**src/rtl/bus_xcvr_reg.sv**
```systemverilog
module bus_xcvr_reg #(
  parameter int W = 8
) (
  input  logic         clk,
  input  logic         rst,
  input  logic [W-1:0] a_in,
  output logic [W-1:0] a_out,
  output logic         a_oe,
  input  logic [W-1:0] b_in,
  output logic [W-1:0] b_out,
  output logic         b_oe,
  input  logic         cap_ab,
  input  logic         cap_ba,
  input  logic         src_ab,
  input  logic         src_ba,
  input  logic         drv_b,
  input  logic         drv_a_n
);

  logic [W-1:0] store_ab, store_ba, keep_a, keep_b;
  logic         last_ab, last_ba;
  logic         hold;

  always_ff @(posedge clk) begin
    if (rst) begin
      store_ab <= '0;
      store_ba <= '0;
      keep_a   <= '0;
      keep_b   <= '0;
      last_ab  <= 1'b1;
      last_ba  <= 1'b1;
    end else begin
      last_ab <= cap_ab;
      last_ba <= cap_ba;
      keep_a  <= a_in;
      keep_b  <= b_in;
      if (cap_ab && !last_ab) store_ab <= a_in;
      if (cap_ba && !last_ba) store_ba <= b_in;
    end
  end

  assign a_oe  = !drv_a_n;
  assign b_oe  = drv_b;
  assign hold  = a_oe && b_oe && !src_ab && !src_ba;
  assign a_out = hold ? keep_a : (src_ba ? store_ba : b_in);
  assign b_out = hold ? keep_b : (src_ab ? store_ab : a_in);

  a_r1_reset_clear: assert property (@(posedge clk) disable iff (rst)
    $past(rst) |-> (store_ab == '0 && store_ba == '0));

  a_r2_capture: assert property (@(posedge clk) disable iff (rst)
    (cap_ab && !$past(cap_ab) && !$past(rst)) |=> (store_ab == $past(a_in)));

  a_r2_keep: assert property (@(posedge clk) disable iff (rst)
    !(cap_ab && !$past(cap_ab)) |=> $stable(store_ab));

  a_r3_capture: assert property (@(posedge clk) disable iff (rst)
    (cap_ba && !$past(cap_ba) && !$past(rst)) |=> (store_ba == $past(b_in)));

  a_r3_keep: assert property (@(posedge clk) disable iff (rst)
    !(cap_ba && !$past(cap_ba)) |=> $stable(store_ba));

  a_r8_bus_hold: assert property (@(posedge clk) disable iff (rst)
    (hold && !$past(rst)) |-> (a_out == $past(a_in) && b_out == $past(b_in)));

endmodule

```
**config.mk**
```make
export PLATFORM = sky130hd
export DESIGN_NAME = bus_xcvr_reg
export DESIGN_NICKNAME = d
export VERILOG_FILES = /design/src/rtl/bus_xcvr_reg.sv
export SDC_FILE = /design/constraint.sdc
export NUM_CORES = 1
export LEC_CHECK = 0
export ABC_AREA = 1
export BUFFER_PORTS_ARGS = -buffer_cell sky130_fd_sc_hd__clkbuf_2
export CAP_MARGIN = 20
export CORE_ASPECT_RATIO = 2
export CORE_MARGIN = 10
export CORE_UTILIZATION = 47
export DETAILED_ROUTE_END_ITERATION = 6
export GPL_TIMING_DRIVEN = 0
export PLACE_DENSITY = 0.73
export SKIP_LAST_GASP = 1
export SLEW_MARGIN = 25
export SYNTH_ARGS = -nofsm -noshare
export SYNTH_HDL_FRONTEND = slang
export SYNTH_SLANG_ARGS = --single-unit
```
**constraint.sdc**
```tcl
create_clock -name clk -period 0.9 [get_ports clk]
set_input_delay 0.18 -clock clk [delete_from_list [all_inputs] [get_ports clk]]
set_output_delay 0.18 -clock clk [all_outputs]
set_load 0.005 [all_outputs]
```
---- After elaboration in Yosys (flattened, before gate mapping) ----
Cells that the tools add are included.
Widths: inputs -> output; s select.
storage, ports and cells
  bits in registers ....................... 34
  output and inout port bits .............. 18
  word-level logic and storage cells ...... 20
cells by class
  mux-type cells .......................... 4
  reduce and logical (&&, ||, !) cells .... 10
operators with widths
  cell               count
  $mux 8             4
  $logic_and 1x1->1  5
  $logic_not 1->1    5

---- Logic depth before layout (Yosys ltp) ----
  word-level depth ........................ 5
  gate-level depth with buffers ........... 6
  depth with buffers taken out ............ 5

---- Least setup slack after synthesis ----
Ideal clock, no wire load.
  kind .................................... input to output
  start point ............................. in src_ab
  end point ............................... out a_out[4]
  stages on the path ...................... 6
  data arrival time ....................... 0.774 ns
  buffers on the path ..................... 2
  slack ................................... -0.054 ns
  required time ........................... 0.720 ns
  cell sequence ........................... buf_6 > nor2_8 > nand2_4 > buf_6 > nand2_1 > nand2_1
on the way
  cells in the longest elaborated chain, start to end .. 4
ends and longest elaborated chain
  what                             RTL line  RTL
  start, declared                  14        input logic src_ab,
  $logic_not 1->1                  44        assign hold = a_oe && b_oe && !src_ab && !src_ba;
  $logic_and 1x1->1 (2 in series)  44
  $mux 8                           45        assign a_out = hold ? keep_a : (src_ba ? store_ba : b_in);
  end, declared                    7         output logic [W-1:0] a_out,
No other way between the ends.

---- Worst setup path after layout ----
  start point ............................. reg store_ab[2]
  end point ............................... out b_out[2]
on the way
  cells in the longest elaborated chain, start to end .. 2
ends and longest elaborated chain
  what                    RTL line  RTL
  start, declared         20        logic [W-1:0] store_ab, store_ba, keep_a, keep_b;
  start signal, assigned  37        if (cap_ab && !last_ab) store_ab <= a_in;
  $mux 8 (2 in series)    46        assign b_out = hold ? keep_b : (src_ab ? store_ab : a_in);
  end, declared           10        output logic [W-1:0] b_out,
No other way between the ends.

==> run summary <==
The post-route cell area was 2030 um2. The biggest area contributor in the post-synthesis netlist is sky130_fd_sc_hd__dfxtp_1. Hold repair after CTS inserted 0 buffers.

Data arrives at the worst endpoint at 0.97 ns. For this configuration, the core starts out at a cell density of 48.9%. The filler cells instantiated in the layout total 342. The checks that failed: setup timing.

The logs give 0.00115 uW for the total leakage power and 1571 for the number of global-route vias before repair. For this run, asynchronously set or reset flops after synthesis account for 0%. The family with the most delay on the worst path was flip-flops.

Remaining routing DRC violations: 0. The buffer type at the clock tree root was sky130_fd_sc_hd__clkbuf_8. The first detailed-routing pass ran for 4 iterations.

The logs give 13 for the count of unique library cells instantiated by Yosys and 3380 um2 for the area of the core region. Clock-pin slew was measured on the worst setup and hold paths at 0.07 ns. Critical path buffer and inverter count: 1. In the global route stage, met1 resource usage came out at 14.1%. The share of the clock period used by the worst path was 128%; the average routed wire per standard cell was 12.8 um. The number of storage elements in the synthesis netlist is 34. The cell count after synthesis came out at 253.

The floorplan has 30 rows. For met2 alone, demand over resource in global routing was 24.9%. Of the cells placed in the final design, the portion with a size suffix greater than 1 is 30.0%.

Setup repair after global routing could not meet its margin everywhere. The tools report the worst slew slack as a fraction of its limit as 83.2%. The number of design-rule violations left by the first detailed-router iteration is 33, and the power per cell area is 1590 nW/um2. The tightest min-delay check is of the input pin to flip-flop type. The signal on the critical path passes through nand2_2 -> nand2_2 -> nand2_1 -> nand2_1 -> clkbuf_2.

In this run the cell area measured after placement is 1880 um2. By instance count, the leading cell after synthesis is sky130_fd_sc_hd__nand2_1. Count of vias placed by the detailed router: 1602. Counting flops with a built-in enable in the synthesized netlist gives 0. In this run the cell area of the synthesized design comes to 1650 um2.

Signed area change from the synthesized netlist to the final layout: 23.0%. Dividing the detail-routed via count by the number of cells gives 4.83. CTS saw 34 sinks. The initial antenna violation count is 0, and the clock skew is 0.00150 ns. In the global route stage, met3 resource usage came out at 4.03%. The first global-routing pass estimated 7040 um of wire. STA classifies the critical path startpoint as a flip-flop. After synthesis, the cell types taking the most area are sky130_fd_sc_hd__dfxtp_1, sky130_fd_sc_hd__nand2_1, sky130_fd_sc_hd__nor2_1.

Once detail routing completed, the nets flagged for antenna violations numbered 0. The share of synthesized area occupied by flip-flops and latches is 41.2%. The tools report the critical path endpoint category as a primary output. Pin placement for this block handled 42 I/O pins. The floorplan step defined a die boundary enclosing 6430 um2.

For this block, the routed nets add up to 4260 um of wire. The routed design could run at a clock period as short as 1.15 ns. The flow ran to the end, but the final reports show violations. The hold violation count in the final report was 0; the number of warning messages in the yosys log was 0. For this run the aggregate overflow at the end of global routing stands at 0. The die is 104 um tall. The die boundary width is 61.9 um. In this run the most used layer during global routing was met2. The delay of the slowest cell on the worst path is 0.34 ns, and the half-perimeter wire length after placement is 3340 um.

Clock latency on the worst-skew pair, taken at its later pin, is 0.28 ns. TritonCTS built the clock tree. After synthesis, the most frequently instantiated cells are sky130_fd_sc_hd__nand2_1, sky130_fd_sc_hd__nor2_1, sky130_fd_sc_hd__dfxtp_1, sky130_fd_sc_hd__nand3_1, sky130_fd_sc_hd__inv_1.

The H-tree was split into 2 levels. Along the worst path, the maximum fanout reaches 2. The clock passes through at most 2 buffers. The tool flagged a number of max-cap violations equal to 0.

The count of input and output buffers was 36. In the synthesized netlist the dominant register cell turns out to be sky130_fd_sc_hd__dfxtp_1. The transition time of the tightest slew-check pin is 0.251 ns, and the worst setup slack before clock tree synthesis is -0.269 ns.

The logs give 5 for the clock buffer count from CTS and 797 um2 for the multi-input logic area. Peak supply drop: 1.03 mV. The repair_antennas step left the layout with diodes totalling 0. The fmax was 869 MHz.

On the critical path, the stage with the largest delay is an instance of sky130_fd_sc_hd__dfxtp_2. The tools report the final number of max-transition violations as 0. Proportion of netlist area held by the largest area contributor: 41.2%.

The net count after synthesis is 277. Data on the critical path is required at its endpoint by 0.72 ns. The tools report the area used by sequential logic in the layout as 701 um2.

Global routing consumed, over all layers together, 14.2% of the routing resources. Entering global routing, the biggest net connects 11 pins. Setup violations remaining at the end of the flow were counted as 16. Weighted congestion at the end of routability-driven global placement: 0.811. The worst path setup slack after routing is -0.251 ns, and the number of nets in the final layout is 324.

The mean cell area of the mapped netlist is 6.52 um2. The critical path in this run is classified as flip-flop to primary output.
==> sequential cells by signal, indices dropped and copies added, names as in the netlist <==
signal	flops
last_ab	1
store_ab	8
keep_b	8
keep_a	8
last_ba	1
store_ba	8
==> layout make-up <==
class / instances / share of cell area (%)
well taps: 32 / 1.97
flip-flops and latches: 34 / 34.5
multi-input cells: 183 / 39.2
clock buffers: 5 / 3.39
clock inverters: 2 / 0.493
inverters: 25 / 4.81
plain buffers: 11 / 5.24
repair buffers: 40 / 10.4
==> logic make-up (layout without fill, tap and decap cells) <==
family | Yosys count | after routing | synth area share, %
DFF | 34 | 34 | 41.2
buffers and inverters | 36 | 83 | 11.4
and+or+nand+nor | 183 | 183 | 47.4
==> where the power goes <==
group / leakage (uW) / switching [uW] / internal, uW
sequential: 0.000288 / 34.4 / 1590
clock: 0.0000438 / 528 / 518
combinational: 0.000821 / 320 / 228
total: 0.00115 / 883 / 2340
==> worst paths after layout <==
| check | slack (ns) | cells past startpoint | start | to |
|---|---|---|---|---|
| setup / recovery | -0.25 | 5 | store_ab[2] | b_out[2] |
| hold / removal | 0.12 | 3 | a_in[6] | keep_a[6] |
| setup reg to reg | 0.11 | 4 | last_ab | store_ab[3] |
| hold reg to reg | 0.47 | 2 | store_ab[6] | store_ab[6] |
==> layout by cell type, fill, tap and decap left out <==
master and count:
sky130_fd_sc_hd__dfxtp_2 16, sky130_fd_sc_hd__buf_8 1, sky130_fd_sc_hd__inv_1 20, sky130_fd_sc_hd__nor2_4 2
sky130_fd_sc_hd__clkbuf_2 28, sky130_fd_sc_hd__nand2_1 92, sky130_fd_sc_hd__buf_2 12, sky130_fd_sc_hd__dfxtp_1 18
sky130_fd_sc_hd__buf_12 1, sky130_fd_sc_hd__inv_2 4, sky130_fd_sc_hd__nand3_1 32, sky130_fd_sc_hd__nor2_8 2
sky130_fd_sc_hd__buf_4 6, sky130_fd_sc_hd__clkinv_2 2, sky130_fd_sc_hd__buf_6 2, sky130_fd_sc_hd__nand2_4 1
sky130_fd_sc_hd__clkbuf_8 6, sky130_fd_sc_hd__clkinvlp_4 1, sky130_fd_sc_hd__nand2_2 6, sky130_fd_sc_hd__nor2_1 48
==> worst register-to-register path, delay by kind of cell (launching register included) <==
kind                   cells  cell delay, ns
buffers and inverters      1            0.14
flip-flops                 1            0.34
AND/OR/NAND/NOR            3            0.21
==> stage by stage <==
stage          util, %  setup TNS (ns)  power, uW  hold slack [ns]  instances
6_report          60.1           -3.27       3220            0.124        332
5_1_grt           60.1           -4.30       3370            0.135        332
4_1_cts           59.7           -3.40       3240            0.122        332
3_5_place_dp      55.6           -3.70       2190            0.423        321
3_3_place_gp      55.6           -3.35       2180            0.422        321
2_1_floorplan        -          -0.441       1980            0.305        253
==> timing repair <==
item,CTS,global route
hold endpoints to repair,0,0
setup endpoints to repair,16,32
gates cloned,0,0
setup buffers,4,0
gates resized for setup,21,14
pin swaps,32,13
==> layer usage <==
metal | vias to the layer above | part of all wire, % | routed length [um]
li1 | 850 | - | -
met1 | 703 | 37 | 1570
met2 | 40 | 53 | 2260
met3 | 9 | 7.1 | 304
met4 | 0 | 2.9 | 124
met5 | - | 0 | 0
No activity file was read; power rests on OpenSTA's default activity.
